**config.mk**
```make
export PLATFORM = sky130hd
export DESIGN_NAME = twi_byte_ctrl
export DESIGN_NICKNAME = d
export VERILOG_FILES = /design/src/rtl/twi_pkg.sv /design/src/rtl/twi_qtick.sv /design/src/rtl/twi_csr.sv /design/src/rtl/twi_seq.sv /design/src/rtl/twi_byte_ctrl.sv
export SDC_FILE = /design/constraint.sdc
export NUM_CORES = 1
export LEC_CHECK = 0
export ABC_CLOCK_PERIOD_IN_PS = 6650
export BUFFER_PORTS_ARGS = -buffer_cell sky130_fd_sc_hd__buf_2
export CELL_PAD_IN_SITES_DETAIL_PLACEMENT = 0
export CELL_PAD_IN_SITES_GLOBAL_PLACEMENT = 1
export CORE_AREA = 10 10 105 84
export CTS_BUF_LIST = sky130_fd_sc_hd__clkbuf_4 sky130_fd_sc_hd__clkbuf_8
export DETAILED_ROUTE_END_ITERATION = 10
export DIE_AREA = 0 0 115 94
export PLACE_DENSITY = 0.84
export RECOVER_POWER = 100
export SKIP_CTS_REPAIR_TIMING = 1
export SLEW_MARGIN = 40
export SYNTH_ARGS = -nofsm -noshare
export SYNTH_HDL_FRONTEND = slang
export SYNTH_SLANG_ARGS = --single-unit
```
**constraint.sdc**
```tcl
create_clock -name clk -period 6.65 [get_ports clk]
set_input_delay 1.33 -clock clk [delete_from_list [all_inputs] [get_ports clk]]
set_output_delay 1.33 -clock clk [all_outputs]
set_load 0.05 [all_outputs]
```
**src/rtl/twi_pkg.sv**
```systemverilog
package twi_pkg;
  typedef enum logic [2:0] {
    S_IDLE,
    S_START,
    S_BIT,
    S_HOLD,
    S_STOP
  } seq_state_t;

  localparam int unsigned REG_AW = 2;
  localparam logic [REG_AW-1:0] RA_CTL = 2'd0;
  localparam logic [REG_AW-1:0] RA_STA = 2'd1;
  localparam logic [REG_AW-1:0] RA_OWN = 2'd2;
  localparam logic [REG_AW-1:0] RA_DAT = 2'd3;

  localparam logic [1:0] MODE_SRX = 2'd0;
  localparam logic [1:0] MODE_STX = 2'd1;
  localparam logic [1:0] MODE_MRX = 2'd2;
  localparam logic [1:0] MODE_MTX = 2'd3;

  // control register field positions
  localparam int unsigned CB_ACK  = 0;
  localparam int unsigned CB_DIV  = 1;
  localparam int unsigned CB_IEN  = 2;
  localparam int unsigned CB_PEND = 3;
  localparam int unsigned CB_PSC  = 4;

  // status register field positions
  localparam int unsigned SB_BUSY = 2;
  localparam int unsigned SB_OEN  = 3;
endpackage

```
**src/rtl/twi_qtick.sv**
```systemverilog
module twi_qtick #(
  parameter int unsigned DIV_LO = 16,
  parameter int unsigned DIV_HI = 512,
  parameter int unsigned PSC_W  = 4
) (
  input  logic             clk,
  input  logic             rst_n,
  input  logic             run,
  input  logic             div_sel,
  input  logic [PSC_W-1:0] psc,
  output logic             tick
);
  localparam int unsigned Q_LO = DIV_LO / 4;
  localparam int unsigned Q_HI = DIV_HI / 4;
  localparam int unsigned CW   = $clog2(Q_HI * (1 << PSC_W));

  logic [CW-1:0] cnt_q, cnt_d, lim;

  always_comb begin
    lim  = CW'((div_sel ? Q_HI : Q_LO) * (32'(psc) + 32'd1) - 32'd1);
    tick = run && (cnt_q == lim);
    if (!run || tick) cnt_d = '0;
    else              cnt_d = cnt_q + 1'b1;
  end

  always_ff @(posedge clk or negedge rst_n) begin
    if (!rst_n) cnt_q <= '0;
    else        cnt_q <= cnt_d;
  end
endmodule

```
**src/rtl/twi_csr.sv**
```systemverilog
module twi_csr
  import twi_pkg::*;
#(
  parameter int unsigned PSC_W = 4
) (
  input  logic              clk,
  input  logic              rst_n,
  input  logic [REG_AW-1:0] reg_addr,
  input  logic              reg_wr,
  input  logic [7:0]        reg_wdata,
  output logic [7:0]        reg_rdata,
  input  logic              pend,
  input  logic              busy,
  input  logic              arb,
  input  logic              last_bit,
  input  logic [1:0]        mode,
  input  logic [7:0]        shift,
  output logic              ack_en,
  output logic              div_sel,
  output logic [PSC_W-1:0]  psc,
  output logic              out_en,
  output logic              ctl_wr,
  output logic              sta_wr,
  output logic              dat_wr,
  output logic              pend_clr,
  output logic              irq
);
  logic             ien_q, ien_d, ack_q, ack_d, div_q, div_d, oen_q, oen_d;
  logic [PSC_W-1:0] psc_q, psc_d;
  logic [7:0]       own_q, own_d;
  logic             own_wr;

  always_comb begin
    ctl_wr   = reg_wr && (reg_addr == RA_CTL);
    sta_wr   = reg_wr && (reg_addr == RA_STA);
    own_wr   = reg_wr && (reg_addr == RA_OWN);
    dat_wr   = reg_wr && (reg_addr == RA_DAT);
    pend_clr = ctl_wr && !reg_wdata[CB_PEND];

    ack_d = ctl_wr ? reg_wdata[CB_ACK] : ack_q;
    div_d = ctl_wr ? reg_wdata[CB_DIV] : div_q;
    ien_d = ctl_wr ? reg_wdata[CB_IEN] : ien_q;
    psc_d = ctl_wr ? reg_wdata[CB_PSC +: PSC_W] : psc_q;
    oen_d = sta_wr ? reg_wdata[SB_OEN] : oen_q;
    own_d = own_wr ? reg_wdata : own_q;
  end

  always_ff @(posedge clk or negedge rst_n) begin
    if (!rst_n) begin
      ack_q <= 1'b0;
      div_q <= 1'b0;
      ien_q <= 1'b0;
      psc_q <= '0;
      oen_q <= 1'b0;
      own_q <= '0;
    end else begin
      ack_q <= ack_d;
      div_q <= div_d;
      ien_q <= ien_d;
      psc_q <= psc_d;
      oen_q <= oen_d;
      own_q <= own_d;
    end
  end

  always_comb begin
    ack_en  = ack_q;
    div_sel = div_q;
    psc     = psc_q;
    out_en  = oen_q;
    irq     = pend && ien_q;
    unique case (reg_addr)
      RA_CTL:  reg_rdata = {psc_q, pend, ien_q, div_q, ack_q};
      RA_STA:  reg_rdata = {last_bit, 1'b0, 1'b0, arb, oen_q, busy, mode};
      RA_OWN:  reg_rdata = own_q;
      default: reg_rdata = shift;
    endcase
  end
endmodule

```
**src/rtl/twi_seq.sv**
```systemverilog
module twi_seq
  import twi_pkg::*;
(
  input  logic       clk,
  input  logic       rst_n,
  input  logic       tick,
  output logic       run,
  input  logic       ack_en,
  input  logic       sta_wr,
  input  logic       dat_wr,
  input  logic       pend_clr,
  input  logic [7:0] wdata,
  input  logic       sda_i,
  output logic       busy,
  output logic [1:0] mode,
  output logic       pend,
  output logic       arb,
  output logic       last_bit,
  output logic [7:0] shift,
  output logic       scl_oe,
  output logic       sda_oe
);
  seq_state_t state_q, state_d;
  logic [1:0] qph_q, qph_d, mode_q, mode_d;
  logic [3:0] bidx_q, bidx_d;
  logic [7:0] shift_q, shift_d;
  logic       samp_q, samp_d, pend_q, pend_d, arb_q, arb_d, last_q, last_d;
  logic       first_q, first_d, stop_q, stop_d;
  logic       scl_q, scl_d, sda_q, sda_d;
  logic       tx_byte, scl_want, sda_want, go, abort, sda_load;

  always_comb begin
    tx_byte = first_q || (mode_q == MODE_MTX);
    go      = sta_wr && wdata[SB_OEN] && wdata[SB_BUSY] && wdata[1];
    abort   = sta_wr && !wdata[SB_OEN];
    run     = (state_q == S_START) || (state_q == S_BIT) || (state_q == S_STOP);
  end

  // line drive wanted by the current state (1 = pull low)
  always_comb begin
    scl_want = 1'b0;
    sda_want = 1'b0;
    unique case (state_q)
      S_START: sda_want = qph_q[1];
      S_BIT: begin
        scl_want = !qph_q[1];
        if (bidx_q == 4'd8) sda_want = !tx_byte && ack_en;
        else                sda_want = tx_byte && !shift_q[7];
      end
      S_HOLD: begin
        scl_want = 1'b1;
        sda_want = (mode_q == MODE_MTX) && !shift_q[7];
      end
      S_STOP: begin
        scl_want = !qph_q[1];
        sda_want = (qph_q != 2'd3);
      end
      default: ;
    endcase
    sda_load = scl_q || (state_q == S_IDLE) || (state_q == S_START) || (state_q == S_STOP);
    scl_d    = scl_want;
    sda_d    = sda_load ? sda_want : sda_q;
  end

  always_comb begin
    state_d = state_q;
    qph_d   = qph_q;
    bidx_d  = bidx_q;
    shift_d = shift_q;
    samp_d  = samp_q;
    pend_d  = pend_q;
    arb_d   = arb_q;
    last_d  = last_q;
    first_d = first_q;
    stop_d  = stop_q;
    mode_d  = mode_q;

    if (sta_wr) mode_d = wdata[1:0];
    if (sta_wr && !wdata[SB_BUSY] && (state_q != S_IDLE)) stop_d = 1'b1;
    if (pend_clr) pend_d = 1'b0;
    if (dat_wr && (state_q != S_BIT)) shift_d = wdata;

    if (abort) begin
      state_d = S_IDLE;
      stop_d  = 1'b0;
    end else begin
      unique case (state_q)
        S_IDLE: if (go) begin
          state_d = S_START;
          qph_d   = 2'd0;
          arb_d   = 1'b0;
          pend_d  = 1'b0;
          stop_d  = 1'b0;
          first_d = 1'b1;
        end
        S_START: if (tick) begin
          qph_d = qph_q + 2'd1;
          if (qph_q == 2'd3) begin
            state_d = S_BIT;
            bidx_d  = 4'd0;
          end
        end
        S_BIT: if (tick) begin
          qph_d = qph_q + 2'd1;
          if (qph_q == 2'd2) begin
            samp_d = sda_i;
            if ((bidx_q != 4'd8) && tx_byte && !sda_q && !sda_i) begin
              arb_d   = 1'b1;
              pend_d  = 1'b1;
              mode_d  = MODE_SRX;
              stop_d  = 1'b0;
              state_d = S_IDLE;
            end
          end
          if (qph_q == 2'd3) begin
            if (bidx_q == 4'd8) begin
              last_d  = samp_q;
              pend_d  = 1'b1;
              state_d = S_HOLD;
            end else begin
              shift_d = {shift_q[6:0], samp_q};
              bidx_d  = bidx_q + 4'd1;
            end
          end
        end
        S_HOLD: if (pend_clr) begin
          first_d = 1'b0;
          qph_d   = 2'd0;
          bidx_d  = 4'd0;
          state_d = stop_q ? S_STOP : S_BIT;
        end
        S_STOP: if (tick) begin
          qph_d = qph_q + 2'd1;
          if (qph_q == 2'd3) begin
            state_d = S_IDLE;
            mode_d  = MODE_SRX;
            stop_d  = 1'b0;
          end
        end
        default: state_d = S_IDLE;
      endcase
    end
  end

  always_ff @(posedge clk or negedge rst_n) begin
    if (!rst_n) begin
      state_q <= S_IDLE;
      qph_q   <= '0;
      bidx_q  <= '0;
      shift_q <= '0;
      samp_q  <= 1'b0;
      pend_q  <= 1'b0;
      arb_q   <= 1'b0;
      last_q  <= 1'b0;
      first_q <= 1'b0;
      stop_q  <= 1'b0;
      mode_q  <= MODE_SRX;
      scl_q   <= 1'b0;
      sda_q   <= 1'b0;
    end else begin
      state_q <= state_d;
      qph_q   <= qph_d;
      bidx_q  <= bidx_d;
      shift_q <= shift_d;
      samp_q  <= samp_d;
      pend_q  <= pend_d;
      arb_q   <= arb_d;
      last_q  <= last_d;
      first_q <= first_d;
      stop_q  <= stop_d;
      mode_q  <= mode_d;
      scl_q   <= scl_d;
      sda_q   <= sda_d;
    end
  end

  always_comb begin
    busy     = (state_q != S_IDLE);
    mode     = mode_q;
    pend     = pend_q;
    arb      = arb_q;
    last_bit = last_q;
    shift    = shift_q;
    scl_oe   = scl_q;
    sda_oe   = sda_q;
  end
endmodule

```
**src/rtl/twi_byte_ctrl.sv**
```systemverilog
module twi_byte_ctrl
  import twi_pkg::*;
#(
  parameter int unsigned DIV_LO = 16,
  parameter int unsigned DIV_HI = 512,
  parameter int unsigned PSC_W  = 4
) (
  input  logic              clk,
  input  logic              rst_n,
  input  logic [REG_AW-1:0] reg_addr,
  input  logic              reg_wr,
  input  logic [7:0]        reg_wdata,
  output logic [7:0]        reg_rdata,
  input  logic              scl_i,
  input  logic              sda_i,
  output logic              scl_oe,
  output logic              sda_oe,
  output logic              irq
);
  logic             pend_w, busy_w, arb_w, last_w, out_en_w;
  logic [1:0]       mode_w;
  logic [7:0]       shift_w;
  logic             ack_w, div_w, ctl_wr_w, sta_wr_w, dat_wr_w, pend_clr_w;
  logic [PSC_W-1:0] psc_w;
  logic             run_w, tick_w;
  logic             scl_seen;

  // SCL is driven by this master only; its level is not needed
  always_comb scl_seen = scl_i;

  twi_csr #(.PSC_W(PSC_W)) u_csr (
    .clk      (clk),
    .rst_n    (rst_n),
    .reg_addr (reg_addr),
    .reg_wr   (reg_wr),
    .reg_wdata(reg_wdata),
    .reg_rdata(reg_rdata),
    .pend     (pend_w),
    .busy     (busy_w),
    .arb      (arb_w),
    .last_bit (last_w),
    .mode     (mode_w),
    .shift    (shift_w),
    .ack_en   (ack_w),
    .div_sel  (div_w),
    .psc      (psc_w),
    .out_en   (out_en_w),
    .ctl_wr   (ctl_wr_w),
    .sta_wr   (sta_wr_w),
    .dat_wr   (dat_wr_w),
    .pend_clr (pend_clr_w),
    .irq      (irq)
  );

  twi_qtick #(.DIV_LO(DIV_LO), .DIV_HI(DIV_HI), .PSC_W(PSC_W)) u_tick (
    .clk    (clk),
    .rst_n  (rst_n),
    .run    (run_w),
    .div_sel(div_w),
    .psc    (psc_w),
    .tick   (tick_w)
  );

  twi_seq u_seq (
    .clk     (clk),
    .rst_n   (rst_n),
    .tick    (tick_w),
    .run     (run_w),
    .ack_en  (ack_w),
    .sta_wr  (sta_wr_w),
    .dat_wr  (dat_wr_w),
    .pend_clr(pend_clr_w),
    .wdata   (reg_wdata),
    .sda_i   (sda_i),
    .busy    (busy_w),
    .mode    (mode_w),
    .pend    (pend_w),
    .arb     (arb_w),
    .last_bit(last_w),
    .shift   (shift_w),
    .scl_oe  (scl_oe),
    .sda_oe  (sda_oe)
  );
endmodule

```
==> results.json, run 1 <==
{
  "synth_top_family_by_area": "simple AND/OR/NAND/NOR gates",
  "rsz0062_at_grt": "false",
  "critPathKind": "reg -> reg",
  "setup_ws_ns": 1.47,
  "diodes": 0,
  "worstMarginPinSlew_ns": 2.93,
  "synth_compound_area_share_pct": 11.2,
  "met1_usage_pct": 21.8,
  "grt_pass1_vias": 2631,
  "slowest_stage": "nor4_1",
  "timing.max_cap.violations": 3,
  "violations": "max-capacitance violations, max-slew violations",
  "worstPathCellList": "ha_1, xor2_1, nand2_1, ha_1, ha_1, inv_1, fa_1, xor2_1, nand4_1, nor3_1, nand2b_1, nor4_1, nand3_2, nor3b_4, mux2_2",
  "initial_utilization_pct": 52.1,
  "fp.coreArea_um2": 6700,
  "end_kind": "flip-flop",
  "grt_remaining_overflow": 0,
  "synth_cell_types": 52,
  "fill_cells": 606,
  "grt_use_met3_pct": 3.45,
  "layout-drive-gt1-share_pct": 18.2,
  "num_rows": 26,
  "antenna_found_initial": 0,
  "dp_slack_ns": 2.22,
  "cpPeakStageDelay_ns": 1.16,
  "vias": 2647,
  "min_period_ns": 5.18,
  "yosys.area_share.xor_xnor_pct": 6.27,
  "grt_use_met2_pct": 22.1,
  "post-route-period-util_pct": 77.8,
  "finalHoldViolations": 0,
  "num_io_pins": 26,
  "synth_flop_cell": "dfrtp_1",
  "cts_max_level": 2,
  "syn2layout_area_growth_pct": 7.77,
  "synthTopCellsByArea": "dfrtp_1 (39%), mux2_2 (11%), ha_1 (6.4%), mux4_2 (3.9%), xor2_1 (3.8%)",
  "grt_pass1_wl_um": 13200,
  "yosysWarningCount": 0,
  "start_kind": "flip-flop",
  "max_slew_margin_pct": -95.4,
  "cts_buffer_depth": 2,
  "finalSetupViolCount": 0,
  "synth_top_cells_by_count": "dfrtp_1 (54), mux2_2 (34), nor2_1 (33), nand2_1 (21), ha_1 (18)",
  "ys_ff_latch": 54,
  "grt_use_total_pct": 14.9,
  "tns_ns": 0,
  "synth_fa_ha_area_share_pct": 7.02,
  "crit_path_max_fanout": 9,
  "die-height_um": 94,
  "drc_errors": 0,
  "ant_nets": 0,
  "root_buffer": "clkbuf_8",
  "cts_buffers": 5,
  "power.density_nw_per_um2": 352,
  "critPathRequiredTime_ns": 6.85,
  "wl_per_cell_um": 17.3,
  "drt-total-wl_um": 7820,
  "cts_tree": "done",
  "total_leakage_power_nw": 1.65,
  "gp_congestion": 0.807,
  "peakVddDrop_mv": 0.185,
  "cp.arrival_ns": 5.38,
  "syn_inst": 346,
  "async_flop_share_pct": 100,
  "hpwlAfterDp_um": 5840,
  "layout.nets": 402,
  "min_path_type": "reg -> reg",
  "drtPass1Iterations": 4,
  "fp.dieW_um": 115,
  "port_buffers": 24,
  "grt_max_degree": 55,
  "yosysMostFrequentCell": "dfrtp_1",
  "fmax_ghz": 0.193,
  "die-area_um2": 10800,
  "synth_edf_count": 0,
  "busiest_layer": "met2",
  "path_common_cell": "ha_1",
  "clock_latency_ns": 0.31,
  "syn_area_per_cell_um2": 10.1,
  "multi_input_area_um2": 2020,
  "skew_ns": 0.00458,
  "yosys.area_share.simple_pct": 17.7,
  "vias_per_cell": 5.86,
  "syn-cell-area_um2": 3490,
  "yosys.area.top_type": "dfrtp_1",
  "final_max_slew_viol_count": 76,
  "status": "finished with violations",
  "path_clk_slew_ns": 0.09,
  "synth_top_area_share_pct": 38.7,
  "clock_sinks": 54,
  "synth_mux_area_share_pct": 16.3,
  "drtIter0Drc": 177,
  "seqCellArea_um2": 1350,
  "synth_nets": 380,
  "yosysSeqAreaShare_pct": 38.7
}
==> critical path: cells and delay by family (launching register included) <==
| kind | cells | cell delay (ns) |
|---|---|---|
| and+or+nand+nor | 7 | 2.52 |
| muxes | 1 | 0.39 |
| buffers and inverters | 1 | 0.06 |
| xor gates and xnor gates | 2 | 0.37 |
| DFF | 1 | 0.48 |
| adders and majority gates | 4 | 1.25 |
==> metrics by stage <==
step                      utilization [%]  std cells  instance area (µm²)  total power, W  hold slack, ns
after global routing                 56.2        452                 3770         0.00143           0.530
after detailed placement             55.1        445                 3690         0.00111           0.477
final                                56.2        452                 3770         0.00132           0.486
after floorplan                         -        346                 3490        0.000973           0.451
after CTS                            56.7        452                 3800         0.00134           0.489
after global placement               55.1        445                 3690         0.00110           0.473
==> cell type report <==
cell class	instances	area share, %
multi-input cells	265	53.8
flip-flops and latches	54	35.9
clock inverters	1	0.797
inverters	17	1.69
repair buffers	25	2.89
clock buffers	6	2.19
well taps	84	2.79
==> cells in the final DEF, fill, tap and decap left out, types with 2 or more instances in the layout <==
cell,netlist,layout
o21ai_0,17,17
or2_2,4,4
a21boi_0,2,2
nor4_1,1,2
mux4_2,6,6
xnor2_1,10,10
clkbuf_1,8,13
ha_1,18,18
clkbuf_8,0,6
nand4_1,4,4
mux2_2,34,33
o211ai_1,2,2
a21oi_1,13,13
and2_1,3,2
inv_1,17,17
nand2b_1,6,6
nand3b_1,4,4
nand3_1,17,17
and3_1,5,5
mux2i_1,5,5
nor2b_1,5,5
a311oi_1,2,2
nor2_1,33,32
a31oi_1,3,3
o31ai_1,4,4
a32oi_1,3,3
or3_1,2,2
buf_2,0,12
nor3_1,3,3
dfrtp_1,54,54
o21a_1,2,2
xor2_1,15,15
a21o_1,2,2
nor3b_1,1,2
nand2_1,21,21
==> power breakdown <==
group          total, W  switching, W  internal, W
Clock          0.000229      0.000108     0.000121
Sequential     0.000486     0.0000913     0.000395
Combinational  0.000610      0.000349     0.000261
Total           0.00132      0.000548     0.000777
==> final timing paths <==
kind	from	to	slack, ns	cells past startpoint
hold / removal	u_seq.bidx_q[3]$_DFFE_PN0P_	u_seq.bidx_q[3]$_DFFE_PN0P_	0.49	1
max in group asynchronous	rst_n	u_csr.psc[3]$_DFFE_PN0P_	2.94	2
min in group asynchronous	rst_n	u_seq.qph_q[1]$_DFFE_PN0P_	2.06	2
setup / recovery	u_csr.psc[0]$_DFFE_PN0P_	u_seq.shift[4]$_DFF_PN0_	1.47	15
setup reg to reg	u_csr.psc[0]$_DFFE_PN0P_	u_seq.shift[4]$_DFF_PN0_	1.47	15
hold reg to reg	u_seq.bidx_q[3]$_DFFE_PN0P_	u_seq.bidx_q[3]$_DFFE_PN0P_	0.49	1
==> sequential cells by signal, summed over array words and instances, names as in the netlist <==
register and flops:
u_csr.psc 4, u_seq.scl_oe 1, u_csr.ack_en 1, u_seq.pend 1, u_tick.cnt_q 11, u_seq.shift 8, u_seq.samp_q 1, u_seq.sda_oe 1
u_seq.arb 1, u_csr.out_en 1, u_csr.div_sel 1, u_seq.mode 2, u_seq.qph_q 2, u_seq.stop_q 1, u_seq.state_q 3, u_seq.bidx_q 4
u_csr.ien_q 1, u_csr.own_q 8, u_seq.first_q 1, u_seq.last_bit 1
==> per-layer routing <==
| layer | up-vias | part of all wire, % | routed length [µm] |
|---|---|---|---|
| met4 | 0 | 0.91 | 71 |
| met2 | 50 | 45 | 3500 |
| li1 | 1286 | - | - |
| met3 | 8 | 3.8 | 295 |
| met5 | - | 0 | 0 |
| met1 | 1303 | 51 | 3960 |
==> cell families after synthesis <==
logic type	Yosys count
AOI/OAI and AO/OA	60
xor gates and xnor gates	25
DFF	54
and+or+nand+nor	116
muxes	45
buffers and inverters	27
adders and majority gates	19
(Power assumes the default switching activity.)
==> inputs of run 2 (changes only) <==
ABC_AREA = 1   (was default)
ABC_CLOCK_PERIOD_IN_PS = 4950   (was 6650)
CORE_AREA = 10 10 115 91   (was 10 10 105 84)
DIE_AREA = 0 0 125 101   (was 0 0 115 94)
PLACE_DENSITY = 0.79   (was 0.84)
clock period = 4.95 ns   (was 6.65 ns; I/O delays follow)
==> results.json, run 2 <==
{
  "hpwlAfterDp_um": 6990,
  "ant_nets": 0,
  "syn2layout_area_growth_pct": 6.94,
  "worstPathCellList": "ha_1, nand2_1, nand2_1, nor2_1, inv_1, ha_1, ha_1, inv_1, fa_1, xor2_1, nand3_1, nor2_1, nand3_2, nor2_1, nand3_2, nor2_1, nand2_4, o211ai_1, nand2_2",
  "largest_register_ffs": 11,
  "worstMarginPinSlew_ns": 2.93,
  "yosysSeqAreaShare_pct": 36.7,
  "synth_top_cells_by_count": "nand2_1 (135), inv_1 (86), dfrtp_1 (54), nor2_1 (41), o21ai_0 (36)",
  "vias_per_cell": 5.09,
  "min_period_ns": 3.99,
  "violations": "max-capacitance violations, max-slew violations",
  "power.density_nw_per_um2": 463,
  "root_buffer": "clkbuf_8",
  "min_path_type": "reg -> reg",
  "start_kind": "flip-flop",
  "clock_sinks": 54,
  "cts_buffer_depth": 2,
  "slowest_stage": "dfrtp_1",
  "drtPass1Iterations": 4,
  "holdPathStages": 1,
  "dp_cells": 639,
  "critPathKind": "reg -> reg",
  "grt_use_total_pct": 14.6,
  "yosysMostFrequentCell": "nand2_1",
  "fmax_ghz": 0.250,
  "max_slew_margin_pct": -95.6,
  "num_io_pins": 26,
  "cts_buffers": 5,
  "final_max_slew_viol_count": 55,
  "post-route-period-util_pct": 80.7,
  "fp.dieW_um": 125,
  "min_from": "u_tick.cnt_q[0]$_DFF_PN0_",
  "gp_congestion": 0.849,
  "yosysWarningCount": 0,
  "diodes": 0,
  "status": "finished with violations",
  "antenna_found_initial": 0,
  "num_rows": 29,
  "synth_top_area_share_pct": 36.7,
  "final_common_cell": "nand2_1",
  "finalHoldViolations": 0,
  "cp.arrival_ns": 4.21,
  "drtIter0Drc": 251,
  "r2r_cells": 19,
  "initial_utilization_pct": 44.5,
  "setup.worst_path.start": "u_csr.psc[0]$_DFFE_PN0P_",
  "setup_ws_ns": 0.956,
  "async_flop_share_pct": 100,
  "wl_per_cell_um": 13.8,
  "syn_inst": 511,
  "synth_edf_count": 0,
  "grt_pass1_wl_um": 15400,
  "total_leakage_power_nw": 2.02,
  "peakVddDrop_mv": 0.204,
  "cts_tree": "done",
  "fin_cells": 647,
  "synth_flop_cell": "dfrtp_1",
  "reg2reg_from": "u_csr.psc[0]$_DFFE_PN0P_",
  "layout-drive-gt1-share_pct": 7.42,
  "syn_area_per_cell_um2": 7.20,
  "end_kind": "flip-flop",
  "synth_nets": 545,
  "largest_register": "u_tick.cnt_q",
  "critPathRequiredTime_ns": 5.16,
  "drt-total-wl_um": 8930,
  "cpPeakStageDelay_ns": 0.52,
  "path_common_cell": "nor2_1",
  "layout.nets": 572,
  "tns_ns": 0,
  "dp_slack_ns": 1.33,
  "cts_max_level": 2,
  "ys_ff_latch": 54,
  "port_buffers": 24,
  "vias": 3294,
  "syn-cell-area_um2": 3680,
  "fp.coreArea_um2": 8270,
  "die-height_um": 101,
  "path_clk_slew_ns": 0.11,
  "rsz0062_at_grt": "false",
  "yosys.area.top_type": "dfrtp_1",
  "utilization_pct": 47.5,
  "drc_errors": 0,
  "grt_pass1_vias": 3123,
  "finalSetupViolCount": 0,
  "crit_path_max_fanout": 13,
  "grt_max_degree": 55,
  "synthTopCellsByArea": "dfrtp_1 (37%), nand2_1 (14%), inv_1 (8.8%), ha_1 (6.1%), o21ai_0 (4.9%)",
  "clock_latency_ns": 0.32,
  "final_cell_mix": "nand2_1 (137), inv_1 (87), dfrtp_1 (54)",
  "timing.max_cap.violations": 1,
  "skew_ns": 0.0163,
  "die-area_um2": 12600,
  "synth_cell_types": 42,
  "whs_ns": 0.469,
  "grt_remaining_overflow": 0
}
==> run 2: cell count changes after synthesis, moves of 13 or more <==
cell	delta
nand3_1	+13
o21ai_0	+19
mux2_2	-34
nand2_1	+114
inv_1	+69
==> run 2: worst max-delay path, delay by kind of cell, from the launching register on <==
family                   cells  cell delay, ns
XOR/XNOR                     1            0.15
adder cells (fa/ha/maj)      4            1.22
flip-flops                   1            0.52
AND/OR/NAND/NOR             11            1.69
buffers and inverters        2            0.12
AO/OA/AOI/OAI                1            0.18
==> run 2: cell families after synthesis <==
| group | count (synthesis) | share of synthesized area, % |
|---|---|---|
| buffers and inverters | 96 | 10.1 |
| XOR/XNOR | 5 | 1.19 |
| flip-flops | 54 | 36.7 |
| AO/OA/AOI/OAI | 84 | 13.9 |
| adder cells (fa/ha/maj) | 19 | 6.67 |
| AND/OR/NAND/NOR | 253 | 31.4 |
==> run 2: layout make-up <==
class,count,area (µm²)
timing repair buffer,25,108
inverter,91,342
multi-input combinational,361,1880
sequential,54,1350
fill,877,4340
clock inverter,2,38.8
clock buffer,6,82.6
tap,108,135
==> run 2: path summary, 6_finish.rpt <==
kind / end / slack [ns]
max reg2reg: u_seq.shift[1]$_DFF_PN0_ / 0.96
min: u_tick.cnt_q[0]$_DFF_PN0_ / 0.47
max in group asynchronous: u_seq.scl_oe$_DFF_PN0_ / 1.57
min reg2reg: u_tick.cnt_q[0]$_DFF_PN0_ / 0.47
min in group asynchronous: u_csr.own_q[5]$_DFFE_PN0P_ / 1.70
max: u_seq.shift[1]$_DFF_PN0_ / 0.96
==> run 2: power breakdown <==
part           switching [W]  internal (W)  total, W
clock               0.000154      0.000167  0.000321
combinational       0.000595      0.000278  0.000873
sequential         0.0000894      0.000539  0.000629
total               0.000839      0.000983   0.00182
==> run 2: through the flow <==
stage               total power, W  cell area, µm²
finish                     0.00182            3930
global route               0.00202            3930
CTS                        0.00188            4030
detailed placement         0.00155            3910
global placement           0.00155            3910
floorplan                  0.00134            3680
==> run 2: metal layers <==
layer / global-route usage (%) / vias up / part of all wire, %
li1: - / 1700 / -
met1: 20.6 / 1532 / 53
met2: 21.3 / 54 / 41
met3: 4.05 / 8 / 5.1
met4: 3.71 / 0 / 0.95
met5: 0 / - / 0
==> inputs of run 3 (changes only) <==
ABC_CLOCK_PERIOD_IN_PS = 3700   (was 4950)
clock period = 3.7 ns   (was 4.95 ns; I/O delays follow)
==> results.json, run 3 (synthesis results as in run 2) <==
{
  "worstMarginPinSlew_ns": 1.63,
  "worstPathCellList": "ha_1, nand2_1, nand2_1, nor2_2, inv_1, ha_1, ha_1, inv_1, fa_1, inv_1, nand2_1, nand3_1, nand3_2, nor2_4, nand2_1, nor2_2, nand4_4, o21ai_1, nand3_1, nand2_1, inv_1",
  "timing.max_cap.violations": 1,
  "path_common_cell": "nand2_1",
  "start_kind": "flip-flop",
  "final_max_slew_viol_count": 30,
  "ff2ff_setup_slack_ns": 0.30,
  "layout.nets": 579,
  "total_leakage_power_nw": 2.05,
  "dp_cells": 642,
  "crit_buf_inv": 4,
  "vias_per_cell": 5.19,
  "worstReg2RegEnd": "u_seq.mode[1]$_DFF_PN0_",
  "grt_pass1_vias": 3120,
  "clock_latency_ns": 0.32,
  "min_from": "u_tick.cnt_q[0]$_DFF_PN0_",
  "min_period_ns": 3.40,
  "port_buffers": 24,
  "initial_utilization_pct": 44.5,
  "cts_tree": "done",
  "p_clk_share_pct": 13.7,
  "power.density_nw_per_um2": 607,
  "grt_use_total_pct": 15.0,
  "status": "finished with violations",
  "gp_congestion": 0.852,
  "finalHoldViolations": 0,
  "fp.coreArea_um2": 8270,
  "cpPeakStageDelay_ns": 0.40,
  "crit_path_max_fanout": 4,
  "cts_max_level": 2,
  "drtIter0Drc": 260,
  "utilization_pct": 49.1,
  "largest_register": "u_tick.cnt_q",
  "final_cell_mix": "nand2_1 (133), inv_1 (86), dfrtp_1 (54)",
  "rsz0062_at_grt": "true",
  "ant_nets": 0,
  "drtPass1Iterations": 4,
  "r2r_cells": 21,
  "hpwlAfterDp_um": 7340,
  "grt_max_degree": 30,
  "die-height_um": 101,
  "grt_pass1_wl_um": 15500,
  "holdPathStages": 1,
  "die-area_um2": 12600,
  "critPathKind": "reg -> reg",
  "violations": "max-capacitance violations, max-slew violations",
  "syn2layout_area_growth_pct": 10.4,
  "pwr-share-seq_pct": 33.9,
  "dp_slack_ns": 0.238,
  "whs_endpoint": "u_tick.cnt_q[0]$_DFF_PN0_",
  "num_rows": 29,
  "fmax_ghz": 0.294,
  "max_slew_margin_pct": -8.81,
  "end_kind": "flip-flop",
  "post-route-period-util_pct": 92.0,
  "drc_errors": 0,
  "critPathRequiredTime_ns": 3.93,
  "peakVddDrop_mv": 0.233,
  "skew_ns": 0.0141,
  "p_int_w": 0.00127,
  "min_path_type": "reg -> reg",
  "antenna_found_initial": 0,
  "drt-total-wl_um": 9390,
  "root_buffer": "clkbuf_8",
  "path_delay_family": "simple AND/OR/NAND/NOR gates",
  "largest_register_ffs": 11,
  "netSwitchingFraction_pct": 48.5,
  "cts_buffers": 5,
  "slowest_stage": "dfrtp_1",
  "num_io_pins": 26,
  "fp.dieW_um": 125,
  "fin_cells": 653,
  "clock_sinks": 54,
  "layout-drive-gt1-share_pct": 11.6,
  "finalSetupViolCount": 0,
  "cts_buffer_depth": 2,
  "grt_remaining_overflow": 0,
  "vias": 3388,
  "wl_per_cell_um": 14.4,
  "comb_power_share_pct": 52.4,
  "reg2reg_from": "u_csr.psc[0]$_DFFE_PN0P_",
  "p_sw_w": 0.00120,
  "cp.arrival_ns": 3.63,
  "tns_ns": 0,
  "final_common_cell": "nand2_1",
  "path_clk_slew_ns": 0.11,
  "diodes": 0,
  "setup_ws_ns": 0.296
}
[run 3: cell count changes in the layout (fill, tap and decap cells not counted), sizes merged]
cell | previous run | this run
nand2 | 143 | 144
buf | 11 | 16
clkinv | 0 | 1
bufinv | 1 | 0
[run 3: per-layer routing]
| metal | part of all wire, % | global-route usage, % | vias to the layer above | wire length (µm) |
|---|---|---|---|---|
| met4 | 1.2 | 4.68 | 0 | 115 |
| met1 | 53 | 21.8 | 1577 | 4960 |
| li1 | - | - | 1711 | - |
| met5 | 0 | 0 | - | 0 |
| met3 | 5.2 | 3.15 | 16 | 484 |
| met2 | 41 | 21.3 | 84 | 3830 |
[run 3: power groups by stage]
stage          registers [W]  logic (W)  clock network [W]
2_1_floorplan       0.000835   0.000957                  0
3_3_place_gp        0.000842    0.00124                  0
3_5_place_dp        0.000847    0.00126                  0
4_1_cts             0.000834    0.00127           0.000350
5_1_grt             0.000854    0.00149           0.000377
6_report            0.000836    0.00129           0.000337
[run 3: stage by stage]
step | total power (W) | hold slack [ns] | cell area (µm²)
3_3_place_gp | 0.00208 | 0.453 | 3930
6_report | 0.00247 | 0.462 | 4060
4_1_cts | 0.00245 | 0.461 | 4020
3_5_place_dp | 0.00211 | 0.460 | 3930
5_1_grt | 0.00272 | 0.498 | 4060
2_1_floorplan | 0.00179 | 0.433 | 3680
[run 3: worst max path at each step]
stage	startpoint	to	slack [ns]	depth (start not counted)
after floorplan	u_csr.psc[0]$_DFFE_PN0P_	u_seq.shift[1]$_DFF_PN0_	0.55	20
after global placement	u_csr.psc[0]$_DFFE_PN0P_	u_seq.state_q[1]$_DFFE_PN0P_	0.25	20
after detailed placement	u_csr.psc[0]$_DFFE_PN0P_	u_seq.state_q[1]$_DFFE_PN0P_	0.24	22
after CTS	u_csr.psc[0]$_DFFE_PN0P_	u_seq.state_q[1]$_DFFE_PN0P_	0.19	22
after global routing	u_csr.psc[0]$_DFFE_PN0P_	u_seq.mode[0]$_DFF_PN0_	0.002	21
final	u_csr.psc[0]$_DFFE_PN0P_	u_seq.mode[1]$_DFF_PN0_	0.30	21
[run 3: cell type report]
| type | instances | area, µm² |
|---|---|---|
| clock buffer | 5 | 68.8 |
| clock inverter | 2 | 13.8 |
| fill | 860 | 4210 |
| inverter | 91 | 342 |
| multi-input combinational | 362 | 1990 |
| sequential | 54 | 1350 |
| tap | 108 | 135 |
| timing repair buffer | 31 | 164 |
